===== src/rtl/mbus_rom_pkg.sv =====
package mbus_rom_pkg;
  localparam int NIB_W = 4;

  typedef enum logic [2:0] {
    PH_A1, PH_A2, PH_A3, PH_M1, PH_M2, PH_X1, PH_X2, PH_X3
  } phase_e;
endpackage


===== src/rtl/mbus_phase_tracker.sv =====
module mbus_phase_tracker
  import mbus_rom_pkg::*;
(
  input  logic   clk,
  input  logic   poc,
  input  logic   sync,
  output logic   rst,
  output phase_e phase,
  output logic   run
);
  // clear is set at once, released on a clock edge
  always_ff @(posedge clk or posedge poc) begin
    if (poc) rst <= 1'b1;
    else     rst <= 1'b0;
  end

  always_ff @(posedge clk or posedge rst) begin
    if (rst) begin
      phase <= PH_X3;
      run   <= 1'b0;
    end else if (sync) begin
      phase <= PH_A1;
      run   <= 1'b1;
    end else if (run) begin
      phase <= phase_e'(phase + 3'd1);
    end
  end

  assert_sync_to_a1_R2: assert property (@(posedge clk) disable iff (rst || poc)
    sync |=> (phase == PH_A1 && run));

  assert_phase_step_R2: assert property (@(posedge clk) disable iff (rst || poc)
    (run && !sync) |=> (3'(phase) == 3'($past(phase)) + 3'd1));
endmodule


===== src/rtl/mbus_rom_chip.sv =====
module mbus_rom_chip
  import mbus_rom_pkg::*;
#(
  parameter int ADDR_W  = 12,
  parameter int DATA_W  = 8,
  parameter int CHIP_ID = 0
) (
  input  logic              clk,
  input  logic              rst,
  input  logic              run,
  input  phase_e            phase,
  input  logic [NIB_W-1:0]  data_in,
  input  logic [DATA_W-1:0] rom_data,
  output logic [ADDR_W-1:0] rom_addr,
  output logic              rd_en,
  output logic              drv,
  output logic [NIB_W-1:0]  data_out,
  output logic              data_oe
);
  localparam int LO_W = ADDR_W - NIB_W;

  logic [NIB_W-1:0] lo_q, mid_q;
  logic             sel_q;
  logic             sel_now;

  always_ff @(posedge clk or posedge rst) begin
    if (rst) begin
      lo_q  <= '0;
      mid_q <= '0;
      sel_q <= 1'b0;
    end else if (run) begin
      if (phase == PH_A1) lo_q  <= data_in;
      if (phase == PH_A2) mid_q <= data_in;
      if (phase == PH_A3) sel_q <= sel_now;
    end
  end

  // read launched in A3 so the byte is back by M1
  assign sel_now  = run && (phase == PH_A3) && (data_in == NIB_W'(CHIP_ID));
  assign drv      = sel_now;
  assign rd_en    = sel_now;
  assign rom_addr = sel_now ? {data_in, LO_W'({mid_q, lo_q})} : '0;

  always_comb begin
    data_oe  = 1'b0;
    data_out = '0;
    if (run && sel_q) begin
      if (phase == PH_M1) begin
        data_oe  = 1'b1;
        data_out = rom_data[DATA_W-1 -: NIB_W];
      end else if (phase == PH_M2) begin
        data_oe  = 1'b1;
        data_out = rom_data[NIB_W-1:0];
      end
    end
  end

  assert_drive_after_read_R6: assert property (@(posedge clk) disable iff (rst)
    $rose(data_oe) |-> $past(rd_en));
endmodule


===== src/rtl/mbus_rom_array.sv =====
module mbus_rom_array
  import mbus_rom_pkg::*;
#(
  parameter int NUM_CHIPS = 5,
  parameter int CHIP_BASE = 0,
  parameter int ADDR_W    = 12,
  parameter int DATA_W    = 8
) (
  input  logic                 clk,
  input  logic                 poc,
  input  logic                 sync,
  input  logic [NIB_W-1:0]     data_in,
  output logic [NIB_W-1:0]     data_out,
  output logic                 data_oe,
  output logic [ADDR_W-1:0]    rom_addr,
  output logic                 rom_rd_en,
  input  logic [DATA_W-1:0]    rom_data,
  output logic [NUM_CHIPS-1:0] addr_drv
);
  logic   rst;
  logic   run;
  phase_e phase;

  logic [ADDR_W-1:0] c_addr [NUM_CHIPS];
  logic [NIB_W-1:0]  c_dout [NUM_CHIPS];
  logic [NUM_CHIPS-1:0] c_rd, c_oe;

  mbus_phase_tracker u_track (
    .clk(clk), .poc(poc), .sync(sync),
    .rst(rst), .phase(phase), .run(run)
  );

  for (genvar i = 0; i < NUM_CHIPS; i++) begin : g_chip
    mbus_rom_chip #(
      .ADDR_W(ADDR_W), .DATA_W(DATA_W), .CHIP_ID(CHIP_BASE + i)
    ) u_chip (
      .clk(clk), .rst(rst), .run(run), .phase(phase),
      .data_in(data_in), .rom_data(rom_data),
      .rom_addr(c_addr[i]), .rd_en(c_rd[i]), .drv(addr_drv[i]),
      .data_out(c_dout[i]), .data_oe(c_oe[i])
    );
  end

  // wired-OR: idle instances contribute zeros
  always_comb begin
    rom_addr = '0;
    data_out = '0;
    for (int i = 0; i < NUM_CHIPS; i++) begin
      rom_addr = rom_addr | c_addr[i];
      data_out = data_out | c_dout[i];
    end
  end

  assign rom_rd_en = |c_rd;
  assign data_oe   = |c_oe;

  assert_one_driver_R4: assert property (@(posedge clk) disable iff (rst || poc)
    $onehot0(addr_drv));

  assert_idle_bus_zero_R5: assert property (@(posedge clk) disable iff (rst || poc)
    (addr_drv == '0) |-> (rom_addr == '0 && !rom_rd_en));

  assert_two_nibbles_R6: assert property (@(posedge clk) disable iff (rst || poc)
    $rose(data_oe) |=> data_oe);

  assert_drive_ends_R7: assert property (@(posedge clk) disable iff (rst || poc)
    (data_oe && $past(data_oe)) |=> !data_oe);

  assert_quiet_data_R7: assert property (@(posedge clk) disable iff (rst || poc)
    !data_oe |-> (data_out == '0));
endmodule


===== config.mk =====
export PLATFORM = sky130hd
export DESIGN_NAME = mbus_rom_array
export DESIGN_NICKNAME = d
export VERILOG_FILES = /design/src/rtl/mbus_rom_pkg.sv /design/src/rtl/mbus_phase_tracker.sv /design/src/rtl/mbus_rom_chip.sv /design/src/rtl/mbus_rom_array.sv
export SDC_FILE = /design/constraint.sdc
export NUM_CORES = 1
export LEC_CHECK = 0
export BUFFER_PORTS_ARGS = -buffer_cell sky130_fd_sc_hd__buf_2
export CORE_UTILIZATION = 55
export DETAILED_ROUTE_END_ITERATION = 16
export GPL_ROUTABILITY_DRIVEN = 0
export PLACE_DENSITY_LB_ADDON = 0.05
export SYNTH_ARGS = -nofsm -noshare
export SYNTH_HDL_FRONTEND = slang
export SYNTH_SLANG_ARGS = --single-unit
export TNS_END_PERCENT = 20

===== constraint.sdc =====
create_clock -name clk -period 3.6 [get_ports clk]
set_input_delay 0.36 -clock clk [delete_from_list [all_inputs] [get_ports clk]]
set_output_delay 0.36 -clock clk [all_outputs]
set_load 0.01 [all_outputs]

* Yosys cells after proc, flatten, opt, wreduce, memory -nomap -nowiden
Cells that the tools add are included.
** Operators by class
- Add/subtract/negate cells :: 1
- Multiply operators :: 0
- Div/mod/pow operators :: 0
- $lt $le $gt $ge :: 0
- Equality and inequality tests :: 8
- Shifts and indexed selects :: 0
- Mux-type cells :: 21
- Bitwise gates (word level) :: 8
- Reduce and logical (&&, ||, !) cells :: 19
** Operators by type and width (count)
- 12-bit 2-to-1 mux :: 5
- 12-bit bitwise OR :: 4
- 4-bit 2-to-1 mux :: 7
- 4-bit bitwise OR :: 4
- 1-bit logical AND :: 11
- 5-bit OR reduction :: 2
- 4-bit by 2-bit equality test with 1-bit output (second input constant) :: 2
- 1-bit 2-to-1 mux :: 7
- 3-bit by 2-bit equality test with 1-bit output (second input constant) :: 2
- 3-bit 2-to-1 mux :: 2
- 2-bit AND reduction :: 3
- 4-bit by 1-bit equality test with 1-bit output (second input constant) :: 1
- 4-bit by 3-bit equality test with 1-bit output (second input constant) :: 1
- 4-bit zero test :: 1
- 3-bit by 1-bit adder with 3-bit output (second input constant) :: 1
- 3-bit by 1-bit equality test with 1-bit output (second input constant) :: 1
- 3-bit equality test (second input constant) :: 1
- 3-bit zero test :: 1
- 2-bit nonzero test :: 1
** Storage, ports and cells
- Register bits :: 18
- Bits in latches :: 0
- Memory bits (writable) :: 0
- ROM bits :: 0
- Input port bits :: 15
- Logic and storage cells :: 67
- Memories kept :: 0

* Depth between registers and ports, before layout
- Word-level depth :: 8
- Gate-level depth with buffers :: 6
- Depth with buffers taken out :: 4

* By module
From an unflattened synthesis, not the netlist that was laid out.
** Unflattened totals
- Cells, all modules :: 406
- Area total of the unflattened synthesis :: 3572.2 µm²
** By module, submodules not included
- mbus_rom_chip (g_chip[1].u_chip ...) :: times used 3, cells an instance 67, area an instance 621.8 µm², sequential area each 225.2 µm²
- mbus_rom_chip (g_chip[0].u_chip) :: times used 1, cells an instance 67, area an instance 664.4 µm², sequential area each 225.2 µm²
- mbus_rom_chip (g_chip[3].u_chip) :: times used 1, cells an instance 67, area an instance 608.1 µm², sequential area each 225.2 µm²
- mbus_rom_array :: times used 1, cells an instance 54, area an instance 225.2 µm², sequential area each 0.0 µm²
- mbus_phase_tracker :: times used 1, cells an instance 17, area an instance 209.0 µm², sequential area each 130.1 µm²

* Least setup slack after synthesis
Ideal clock, no wire load.
- Kind :: register to output
- Start :: register u_track.phase[2]
- End :: output port data_out[0]
- Arrival :: 1488 ps
- Required time :: 3240 ps
- Path slack :: 1752 ps
- Cell stages (with the launch flop) :: 6
- Path buffers :: 1
- Cell sequence :: dfstp_2 > buf_6 > inv_1 > ha_1 > nand4b_1 > a221oi_1
** On the way
- Cells in the longest elaborated chain, start to end :: 8
** Ends and longest elaborated chain
- start, declared :: line mbus_phase_tracker.sv:8 : output phase_e phase,
- start signal, assigned :: line mbus_phase_tracker.sv:25 : phase <= phase_e'(phase + 3'd1);
- 3-bit equality test :: line mbus_rom_chip.sv:51 : end else if (phase == PH_M2) begin
- 4-bit 2-to-1 mux :: line mbus_rom_chip.sv:51
- 4-bit 2-to-1 mux (*) :: line mbus_rom_chip.sv:48 : if (phase == PH_M1) begin
- 4-bit 2-to-1 mux :: line mbus_rom_chip.sv:47 : if (run && sel_q) begin
- 4-bit bitwise OR (3 in series) :: line mbus_rom_array.sv:50 : data_out = data_out | c_dout[i];
- 4-bit bitwise OR (*) :: line mbus_rom_array.sv:50
- end, declared :: line mbus_rom_array.sv:13 : output logic [NIB_W-1:0] data_out,
Every way passes the cells marked *; elsewhere a longest branch is shown, timed or not.

* Worst setup path after layout
Ends and elaborated chain as after synthesis.

==> run_results.csv <==
group,metric,value,unit
status,status,"completed",
cells_and_area,n_antenna_cell,0,
min_path,hp-class,"in2async",
power_and_ir_drop,power_frac_clock,24.4,%
detailed_routing,detail_route.wirelength,2224,um
power_and_ir_drop,internal_power,0.3654,mW
global_route,antenna_found_initial,0,
global_route,grt_pass1_wl,3788,um
synth,seq_area_frac_synth,35.90,%
global_route,grt_pass1_vias,822,
critical_path,criticalPathCategory,"reg2out",
critical_path,crit_arrival,1960,ps
clock_network,cts_max_path_buffers,2,
cells_and_area,num-nets-final,156,
sta,fin_crit,2323,ps
synth,ys_top_cells_by_area,"dfrtp_1 28%, dfstp_2 8.3%, nor3b_2 7.9%",
power_and_ir_drop,power.switching,0.1404,mW
detailed_routing,drt-initial-drc-count,8,
synth,yosys.area.top_type,"dfrtp_1",
critical_path,slowest_delay,660,ps
synth,synth_edf_count,0,
cells_and_area,drive_gt1_share,51.85,%
synth,synth_ff_type,"dfrtp_1",
placed_design,pre_cts_ws,1600,ps
sta,fmax,430.4,MHz
synth,synthCells,107,
cells_and_area,final_cell_mix,"36 x buf_2, 14 x dfrtp_1, 10 x nor2_1",
detailed_routing,dr.pass1.iters,4,
clock_network,tritoncts,"built",
clock_network,htree_levels,1,
detailed_routing,postRouteAntennaNets,0,
clock_network,postCtsResizedCells,0,
synth,synth_cell_types,32,
die,core_area,2191,um2
critical_path,worst_path_max_delay_cell,"dfstp_2",
placed_design,io_buffers,36,
clock_network,numCtsBuffers,3,
detailed_routing,routedWlPerCell,13.64,um
placed_design,hpwlAfterDp,1606,um
cells_and_area,finish.utilization,64.25,%
synth,syn_area,1269,um2
critical_path,rrSetupSlack,2040,ps
critical_path,cp-end-kind,"output pin",
detailed_routing,vias,870,
detailed_routing,via_per_inst,5.337,
clock_network,clock_sinks,18,
critical_path,crit_fanout,11,
sta,finalMaxSlewViolations,0,
sta,tightest_slew,617.8,ps
sta,hold_slack,46.40,ps
sta,hold_viol,0,
die,fp.dieH,50.03,um
power_and_ir_drop,ir_drop,0.0002923,V
global_route,track_usage,19.95,%
die,boundaryPins,38,
clock_network,post_cts_buffers,0,
power_and_ir_drop,power_per_cell_area,359.3,nW/um2
synth,synth_top_area_share,27.61,%
sta,slew_headroom,58.76,%
die,row_count,17,
sta,rsz0062_at_grt,"false",
synth,async_reset_ff_share,100.0,%
clock_network,cts-root-buf,"clkbuf_4",
sta,fin_tns_setup,0,ps
power_and_ir_drop,swShare,27.75,%
detailed_routing,drc,0,
cells_and_area,syn2layout_area_growth,10.95,%
synth,synth_seq_cells,18,
clock_network,clkTransAtPathRegs,100,ps
sta,skew,10.62,ps
power_and_ir_drop,p_seq_share,50.4,%
clock_network,hold_buffers,0,
die,initial_core_util,57.91,%
sta,finalWorstSetupSlack,1277,ps
synth,ys_warn_count,0,
die,dieArea,2503,um2
global_route,grt_start_max_net_pins,22,
critical_path,required,3240,ps
run,cap_violations,0,
clock_network,clkLatencyLatePin,290,ps
power_and_ir_drop,p_leak,0.6334,nW
global_route,grt.overflow.total,0,
critical_path,critPathLaunchType,"flip-flop",
cells_and_area,fill_cells,188,
sta,fin_crit_sh,64.53,%
sta,finalSetupViolCount,0,
critical_path,path_cells,"inv_1 > ha_1 > nand4b_1 > a221oi_1 > buf_2",
cells_and_area,layout_commonest_cell,"buf_2",
synth,synth.avg_cell_area,11.86,um2
power_and_ir_drop,p_comb_share,25.2,%
die,die_w,50.03,um
==> cells by family (layout without fill, tap and decap cells) <==
kind of cell               after synthesis  in the layout  share of synthesized area [%]
muxes                                   11             11                          9.566
xor gates and xnor gates                 1              1                         0.6905
adders and majority gates                5              5                          4.931
DFF                                     18             18                          35.90
buffers and inverters                   20             47                          11.24
and+or+nand+nor                         40             40                          29.09
AOI/OAI and AO/OA                       11             11                          8.284
other                                    1              2                         0.2956
==> registers in the layout, summed over array words and instances, names as in the netlist <==
name and flops:
g_chip.u_chip.sel_q 5, g_chip.u_chip.lo_q 4, g_chip.u_chip.mid_q 4, u_track.phase 3, u_track.rst 1, u_track.run 1
==> critical path, delay by kind of cell, from the launching register on <==
family          cells  cell delay, ps
buf+inv             2             250
flops               1             660
simple gates        1             200
fa+ha+maj           1             260
compound gates      1             310
==> path summary, 6_finish.rpt <==
path,start,endpoint,cells past startpoint
worst max-delay path,u_track.phase[2],data_out[0],5
worst min-delay path,poc,u_track.rst,2
worst max register to register,u_track.phase[1],g_chip[0].u_chip.sel_q,3
worst min register to register,u_track.rst,g_chip[3].u_chip.mid_q[2],1
max in group asynchronous,u_track.rst,g_chip[3].u_chip.mid_q[1],1
min in group clk,sync,u_track.phase[2],2
==> power groups by stage <==
| stage | Clock, mW | Combinational, mW | Sequential (mW) |
|---|---|---|---|
| 2_1_floorplan | 0 | 0.109 | 0.252 |
| 3_3_place_gp | 0 | 0.124 | 0.257 |
| 3_5_place_dp | 0 | 0.128 | 0.259 |
| 4_1_cts | 0.128 | 0.128 | 0.255 |
| 5_1_grt | 0.138 | 0.140 | 0.260 |
| 6_report | 0.124 | 0.127 | 0.255 |
==> stage by stage <==
| step | instance area, um2 | total power [mW] | instances |
|---|---|---|---|
| after global routing | 1408 | 0.5373 | 163 |
| after detailed placement | 1371 | 0.3869 | 159 |
| after global placement | 1371 | 0.3813 | 159 |
| final | 1408 | 0.5058 | 163 |
| after CTS | 1408 | 0.5117 | 163 |
| after floorplan | 1272 | 0.3602 | 108 |
==> cell usage after synthesis (2+ instances only) <==
| library cell | count |
|---|---|
| mux2_2 | 8 |
| nand4b_1 | 4 |
| a221oi_1 | 4 |
| buf_4 | 8 |
| nand3b_4 | 3 |
| o2bb2ai_1 | 2 |
| buf_6 | 5 |
| nor3b_2 | 8 |
| o2bb2ai_2 | 2 |
| mux2i_1 | 2 |
| ha_1 | 5 |
| dfrtp_1 | 14 |
| nand2_1 | 4 |
| nor2_1 | 10 |
| inv_1 | 7 |
| dfstp_2 | 4 |
| a211oi_1 | 2 |
==> final cells by class <==
class / instances / area (um2) / share of cell area (%)
tap: 28 / 35.03 / 2.489
sequential: 18 / 455.4 / 32.36
clock buffer: 4 / 36.28 / 2.578
multi-input combinational: 70 / 674.4 / 47.91
inverter: 7 / 26.28 / 1.867
timing repair buffer: 36 / 180.2 / 12.80
==> routing by layer <==
layer	routed length [um]	GRT usage (%)	share of wire [%]	up-vias
li1	-	-	-	427
met1	1127	29.04	51	417
met2	1000	29.78	45	24
met3	86	4.630	3.9	2
met4	10	4.286	0.45	0
met5	0	0	0	-
Note: power is estimated with default switching activity, not from simulation.
